**src/rtl/mac_seq_pkg.sv**
```systemverilog
package mac_seq_pkg;
  typedef enum logic [2:0] {
    ST_IDLE  = 3'd0,
    ST_CLEAR = 3'd1,
    ST_LOAD  = 3'd2,
    ST_LAUNCH = 3'd3,
    ST_WAIT  = 3'd4,
    ST_ACCUM = 3'd5
  } seq_state_t;

  typedef struct packed {
    logic clear;
    logic load;
    logic launch;
    logic accum;
  } seq_cmd_t;
endpackage

```
**src/rtl/mac_pair_counter.sv**
```systemverilog
module mac_pair_counter #(
  parameter int PAIRS = 10,
  localparam int CW = (PAIRS > 1) ? $clog2(PAIRS) : 1
) (
  input  logic clk,
  input  logic rst_n,
  input  logic reload,
  input  logic step,
  output logic last
);
  localparam logic [CW-1:0] PRESET = CW'(PAIRS - 1);

  logic [CW-1:0] remain;

  always_ff @(posedge clk or negedge rst_n) begin
    if (!rst_n)                         remain <= PRESET;
    else if (reload)                    remain <= PRESET;
    else if (step && remain != '0)      remain <= remain - 1'b1;
  end

  assign last = (remain == '0);
endmodule

```
**src/rtl/mac_seq_fsm.sv**
```systemverilog
module mac_seq_fsm
  import mac_seq_pkg::*;
(
  input  logic       clk,
  input  logic       rst_n,
  input  logic       start_req,
  input  logic       mul_done,
  input  logic       last,
  output seq_state_t state,
  output seq_state_t state_nxt
);
  always_comb begin
    state_nxt = state;
    unique case (state)
      ST_IDLE:   if (start_req) state_nxt = ST_CLEAR;
      ST_CLEAR:  state_nxt = ST_LOAD;
      ST_LOAD:   state_nxt = ST_LAUNCH;
      ST_LAUNCH: state_nxt = ST_WAIT;
      ST_WAIT:   if (mul_done) state_nxt = ST_ACCUM;
      ST_ACCUM:  state_nxt = last ? ST_IDLE : ST_LOAD;
      default:   state_nxt = ST_IDLE;
    endcase
  end

  always_ff @(posedge clk or negedge rst_n) begin
    if (!rst_n) state <= ST_IDLE;
    else        state <= state_nxt;
  end
endmodule

```
**src/rtl/mac_cmd_reg.sv**
```systemverilog
module mac_cmd_reg
  import mac_seq_pkg::*;
(
  input  logic       clk,
  input  logic       rst_n,
  input  seq_state_t state_nxt,
  output seq_cmd_t   cmd,
  output logic       finish
);
  seq_cmd_t cmd_d;

  always_comb begin
    cmd_d        = '0;
    cmd_d.clear  = (state_nxt == ST_CLEAR);
    cmd_d.load   = (state_nxt == ST_LOAD);
    cmd_d.launch = (state_nxt == ST_LAUNCH);
    cmd_d.accum  = (state_nxt == ST_ACCUM);
  end

  always_ff @(posedge clk or negedge rst_n) begin
    if (!rst_n) begin
      cmd    <= '0;
      finish <= 1'b0;
    end else begin
      cmd    <= cmd_d;
      finish <= cmd_d.accum;
    end
  end
endmodule

```
**src/rtl/mac_sequencer.sv**
```systemverilog
module mac_sequencer
  import mac_seq_pkg::*;
#(
  parameter int PAIRS = 10
) (
  input  logic clk,
  input  logic rst_n,
  input  logic start_req,
  input  logic mul_done,
  output logic dp_clear,
  output logic opnd_load,
  output logic mul_begin,
  output logic acc_add,
  output logic pair_done
);
  seq_state_t state, state_nxt;
  seq_cmd_t   cmd;
  logic       last;

  mac_seq_fsm u_fsm (
    .clk       (clk),
    .rst_n     (rst_n),
    .start_req (start_req),
    .mul_done  (mul_done),
    .last      (last),
    .state     (state),
    .state_nxt (state_nxt)
  );

  mac_pair_counter #(.PAIRS(PAIRS)) u_cnt (
    .clk    (clk),
    .rst_n  (rst_n),
    .reload (state == ST_CLEAR),
    .step   (state == ST_ACCUM),
    .last   (last)
  );

  mac_cmd_reg u_cmd (
    .clk       (clk),
    .rst_n     (rst_n),
    .state_nxt (state_nxt),
    .cmd       (cmd),
    .finish    (pair_done)
  );

  assign dp_clear  = cmd.clear;
  assign opnd_load = cmd.load;
  assign mul_begin = cmd.launch;
  assign acc_add   = cmd.accum;
endmodule

```
**config.mk**
```make
export PLATFORM = sky130hd
export DESIGN_NAME = mac_sequencer
export DESIGN_NICKNAME = d
export VERILOG_FILES = /design/src/rtl/mac_seq_pkg.sv /design/src/rtl/mac_pair_counter.sv /design/src/rtl/mac_seq_fsm.sv /design/src/rtl/mac_cmd_reg.sv /design/src/rtl/mac_sequencer.sv
export SDC_FILE = /design/constraint.sdc
export NUM_CORES = 1
export LEC_CHECK = 0
export CAP_MARGIN = 0
export CORE_AREA = 4 4 41 43
export CTS_BUF_LIST = sky130_fd_sc_hd__clkbuf_2 sky130_fd_sc_hd__clkbuf_4 sky130_fd_sc_hd__clkbuf_8
export CTS_CLUSTER_SIZE = 10
export DETAILED_ROUTE_END_ITERATION = 7
export DIE_AREA = 0 0 45 47
export GPL_ROUTABILITY_DRIVEN = 0
export PLACE_DENSITY = 0.71
export RECOVER_POWER = 100
export SLEW_MARGIN = 30
export SYNTH_ARGS = -nofsm -noshare
export SYNTH_HDL_FRONTEND = slang
export SYNTH_SLANG_ARGS = --single-unit
```
**constraint.sdc**
```tcl
create_clock -name clk -period 1.82 [get_ports clk]
set_input_delay 0.455 -clock clk [delete_from_list [all_inputs] [get_ports clk]]
set_output_delay 0.455 -clock clk [all_outputs]
set_load 0.1 [all_outputs]
```
==> flow_summary.html <==
<table>
<tr><th>Metric</th><th>Value</th></tr>
<tr><th colspan="2">Synthesis</th></tr>
<tr><td>Top_reg_cell synth</td><td>dfrtp_1</td></tr>
<tr><td>Number of distinct library cells after synthesis</td><td>26</td></tr>
<tr><td>Number of cells produced by synthesis</td><td>49</td></tr>
<tr><td>Synthesized netlist net count</td><td>54</td></tr>
<tr><td>Sequential fraction of the synthesis area</td><td>50.1%</td></tr>
<tr><td>EDFF count, synth</td><td>0</td></tr>
<tr><td>Average size of a mapped cell</td><td>11.3 µm²</td></tr>
<tr><td>Cell Area, Synth</td><td>554 µm²</td></tr>
<tr><td>Flip-flop and latch count after synthesis</td><td>11</td></tr>
<tr><td>Share of synthesized flip-flops with an asynchronous set or reset</td><td>100%</td></tr>
<tr><td>Ys Warns</td><td>0</td></tr>
<tr><th colspan="2">Place</th></tr>
<tr><td>Cell area after placement</td><td>666 µm²</td></tr>
<tr><td>Minimum setup slack after placement</td><td>0.346 ns</td></tr>
<tr><td>Placed Cells</td><td>68</td></tr>
<tr><td>Port Buf Inserts</td><td>8</td></tr>
<tr><td>Sum of net half-perimeters after detailed placement</td><td>661 µm</td></tr>
<tr><th colspan="2">Die</th></tr>
<tr><td>Die area</td><td>2120 µm²</td></tr>
<tr><td>I/O pin count</td><td>9</td></tr>
<tr><td>Effective utilization at floorplan</td><td>42.6%</td></tr>
<tr><td>Die boundary width</td><td>45 µm</td></tr>
<tr><td>Die outline height</td><td>47 µm</td></tr>
<tr><td>Placement row count</td><td>13</td></tr>
<tr><td>Core Area</td><td>1300 µm²</td></tr>
<tr><th colspan="2">Layout</th></tr>
<tr><td>Antenna Diode Count</td><td>0</td></tr>
<tr><td>Fin nets</td><td>63</td></tr>
<tr><td>Post-Layout Cell Count</td><td>72</td></tr>
<tr><td>Layout Area Growth over Synthesis</td><td>11.1%</td></tr>
<tr><td>Count of fill cells added during filler insertion</td><td>137</td></tr>
<tr><td>Footprint of the multi-input gates</td><td>226 µm²</td></tr>
<tr><td>Commonest non-fill, non-tap cell in the layout</td><td>dfrtp_1</td></tr>
<tr><td>Sequential standard cell area</td><td>278 µm²</td></tr>
<tr><td>Commonest non-fill, non-tap cells in the layout</td><td>9 x dfrtp_1, 5 x clkbuf_2, 4 x nand3b_1, 4 x o21ai_0, 4 x clkbuf_4</td></tr>
<tr><td>Fraction of final layout cells with drive strength greater than 1</td><td>28.1%</td></tr>
<tr><td>Final design area excluding fillers</td><td>616 µm²</td></tr>
<tr><th colspan="2">Drt</th></tr>
<tr><td>Met3 Routed Length</td><td>70 µm</td></tr>
<tr><td>DRC violation count after routing</td><td>0</td></tr>
<tr><td>Wire length the detailed router placed on met1</td><td>382 µm</td></tr>
<tr><td>Via count of the routed design</td><td>403</td></tr>
<tr><td>Wirelength, routed</td><td>931 µm</td></tr>
<tr><td>Antenna viol nets, final</td><td>0</td></tr>
<tr><td>DR pass1 iterations</td><td>4</td></tr>
<tr><td>Detailed route wirelength on metal2</td><td>450 µm</td></tr>
<tr><td>Average routed wire per standard cell</td><td>12.9 µm</td></tr>
<tr><td>Vias per Instance</td><td>5.60</td></tr>
<tr><td>Highest metal layer used by the detailed router</td><td>met4</td></tr>
<tr><td>First-iteration detailed-routing DRC count</td><td>3</td></tr>
<tr><th colspan="2">STA</th></tr>
<tr><td>Setup Skew</td><td>0.00391 ns</td></tr>
<tr><td>Highest Clock Rate</td><td>652 MHz</td></tr>
<tr><td>Relative slew margins</td><td>60.2%</td></tr>
<tr><td>Total Neg Setup Slack</td><td>0 ns</td></tr>
<tr><td>Transition at the pin with the smallest max-transition slack</td><td>0.596 ns</td></tr>
<tr><td>Share of the cycle needed by the critical path after routing</td><td>84.3%</td></tr>
<tr><td>Final WS setup</td><td>0.286 ns</td></tr>
<tr><td>Unrepaired setup endpoints after global routing</td><td>false</td></tr>
<tr><td>Final critical delay including setup and external delays</td><td>1.53 ns</td></tr>
<tr><td>Number of hold violations in the final report</td><td>0</td></tr>
<tr><td>Final slew viol count</td><td>0</td></tr>
<tr><td>Setup violations, final</td><td>0</td></tr>
<tr><th colspan="2">Clocking</th></tr>
<tr><td>Total number of H-tree levels</td><td>1</td></tr>
<tr><td>Clk sink count</td><td>11</td></tr>
<tr><td>Cell chosen for the clock root</td><td>clkbuf_4</td></tr>
<tr><td>CTS tree</td><td>built</td></tr>
<tr><td>Clock transition at the register clock pins on the worst setup and hold paths after CTS</td><td>0.07 ns</td></tr>
<tr><td>Resized Gates After CTS</td><td>0</td></tr>
<tr><td>Hold bufs inserted after CTS</td><td>0</td></tr>
<tr><td>Number of buffers added for setup after CTS</td><td>0</td></tr>
<tr><td>Clock buffers created by TritonCTS</td><td>3</td></tr>
<tr><td>Clock tree buffer depth</td><td>2</td></tr>
<tr><td>Skew-Pair Late Insertion Delay</td><td>0.27 ns</td></tr>
<tr><th colspan="2">Critical path</th></tr>
<tr><td>Max FO, Critical Path</td><td>5</td></tr>
<tr><td>Crit path arrival time</td><td>1.75 ns</td></tr>
<tr><td>Worst setup path category</td><td>reg -&gt; reg</td></tr>
<tr><td>Required time reported for the critical path endpoint</td><td>2.03 ns</td></tr>
<tr><td>Endpoint type of the worst setup path</td><td>flop</td></tr>
<tr><td>Worst Setup Start Kind</td><td>flop</td></tr>
<tr><th colspan="2">Power</th></tr>
<tr><td>Power density over the cells</td><td>1880 nW/µm²</td></tr>
<tr><td>Static Leakage</td><td>0.283 nW</td></tr>
<tr><td>Peak supply drop</td><td>0.670 mV</td></tr>
<tr><th colspan="2">Global route</th></tr>
<tr><td>Vias in the first global route</td><td>358</td></tr>
<tr><td>First-pass GRT wire length</td><td>1510 µm</td></tr>
<tr><td>Number of antenna violations at the first check in global routing</td><td>0</td></tr>
<tr><td>Total routing resource utilization after global routing</td><td>10.2%</td></tr>
<tr><td>Pin count of the biggest net entering global routing</td><td>12</td></tr>
<tr><td>Total grt overflow</td><td>0</td></tr>
<tr><th colspan="2">Status</th></tr>
<tr><td>Outcome</td><td>finished clean</td></tr>
<tr><th colspan="2">Flow run</th></tr>
<tr><td>Max Cap Violations</td><td>0</td></tr>
<tr><th colspan="2">Hold path</th></tr>
<tr><td>Hold Path Class</td><td>in -&gt; async</td></tr>
</table>
==> where the power goes <==
group / leakage, nW / internal (W) / switching [W]
Sequential: 0.139 / 0.000342 / 0.000109
Clock: 0.0184 / 0.0000999 / 0.0000824
Combinational: 0.126 / 0.000157 / 0.000364
==> metal layers <==
metal / track usage [%] / vias to the layer above
li1: - / 190
met1: 11.6 / 198
met2: 16.1 / 10
met3: 3.45 / 5
met4: 7.02 / 0
met5: 0 / -
==> final cells by class <==
type | instances | area share, %
flip-flops and latches | 11 | 45.1
clock buffers | 4 | 4.88
repair buffers | 8 | 8.94
multi-input cells | 32 | 36.8
inverters | 2 | 1.22
well taps | 15 | 3.05
==> cell usage after synthesis (all sizes together) (2+ instances only) <==
| cell | count | area (µm²) |
|---|---|---|
| dfrtp | 9 | 225 |
| o21ai | 5 | 25.0 |
| buf | 4 | 37.5 |
| nand3b | 4 | 30.0 |
| dfstp | 2 | 52.6 |
| inv | 2 | 7.51 |
| nand2 | 2 | 7.51 |
| nand3 | 2 | 15.0 |
| nor2 | 2 | 7.51 |
| nor3 | 2 | 10.0 |
| nor3b | 2 | 20.0 |
| o211ai | 2 | 25.0 |
| or3 | 2 | 12.5 |
==> critical path, stage by stage, from the launching register on <==
cell	delay (ns)
dfstp_1	0.57
inv_1	0.06
ha_1	0.21
nor3b_1	0.19
or3_1	0.36
nand3_1	0.09
==> logic make-up after synthesis <==
logic type      Yosys count  synth area share [%]
simple gates             22                  27.5
compound gates            9                  12.0
flops                    11                  50.1
fa+ha+maj                 1                  2.26
buf+inv                   6                  8.13
==> per-stage QoR <==
step                      hold slack, ns  power (W)  util (%)
after floorplan                    0.159   0.000941         -
after global placement             0.520    0.00108      51.2
after detailed placement           0.527    0.00110      51.2
after CTS                          0.527    0.00128      53.5
after global routing               0.585    0.00121      47.3
final                              0.573    0.00115      47.3
==> state kept, by name, summed over array words and instances, names as in the netlist <==
signal and count:
u_cnt.remain 4, u_cmd.cmd 4, u_fsm.state 3
==> path summary, 6_finish.rpt <==
kind                       slack [ns]               to             from  depth (start not counted)
max                              0.29  u_cnt.remain[0]  u_cnt.remain[0]                          5
min                              0.57  u_cnt.remain[1]            rst_n                          1
max reg2reg                      0.29  u_cnt.remain[0]  u_cnt.remain[0]                          5
min reg2reg                      0.57  u_cnt.remain[0]  u_cnt.remain[0]                          2
max in group asynchronous        0.90  u_cnt.remain[3]            rst_n                          1
min in group clk                 0.57  u_cnt.remain[0]  u_cnt.remain[0]                          2
Note: power is estimated with default switching activity, not from simulation.
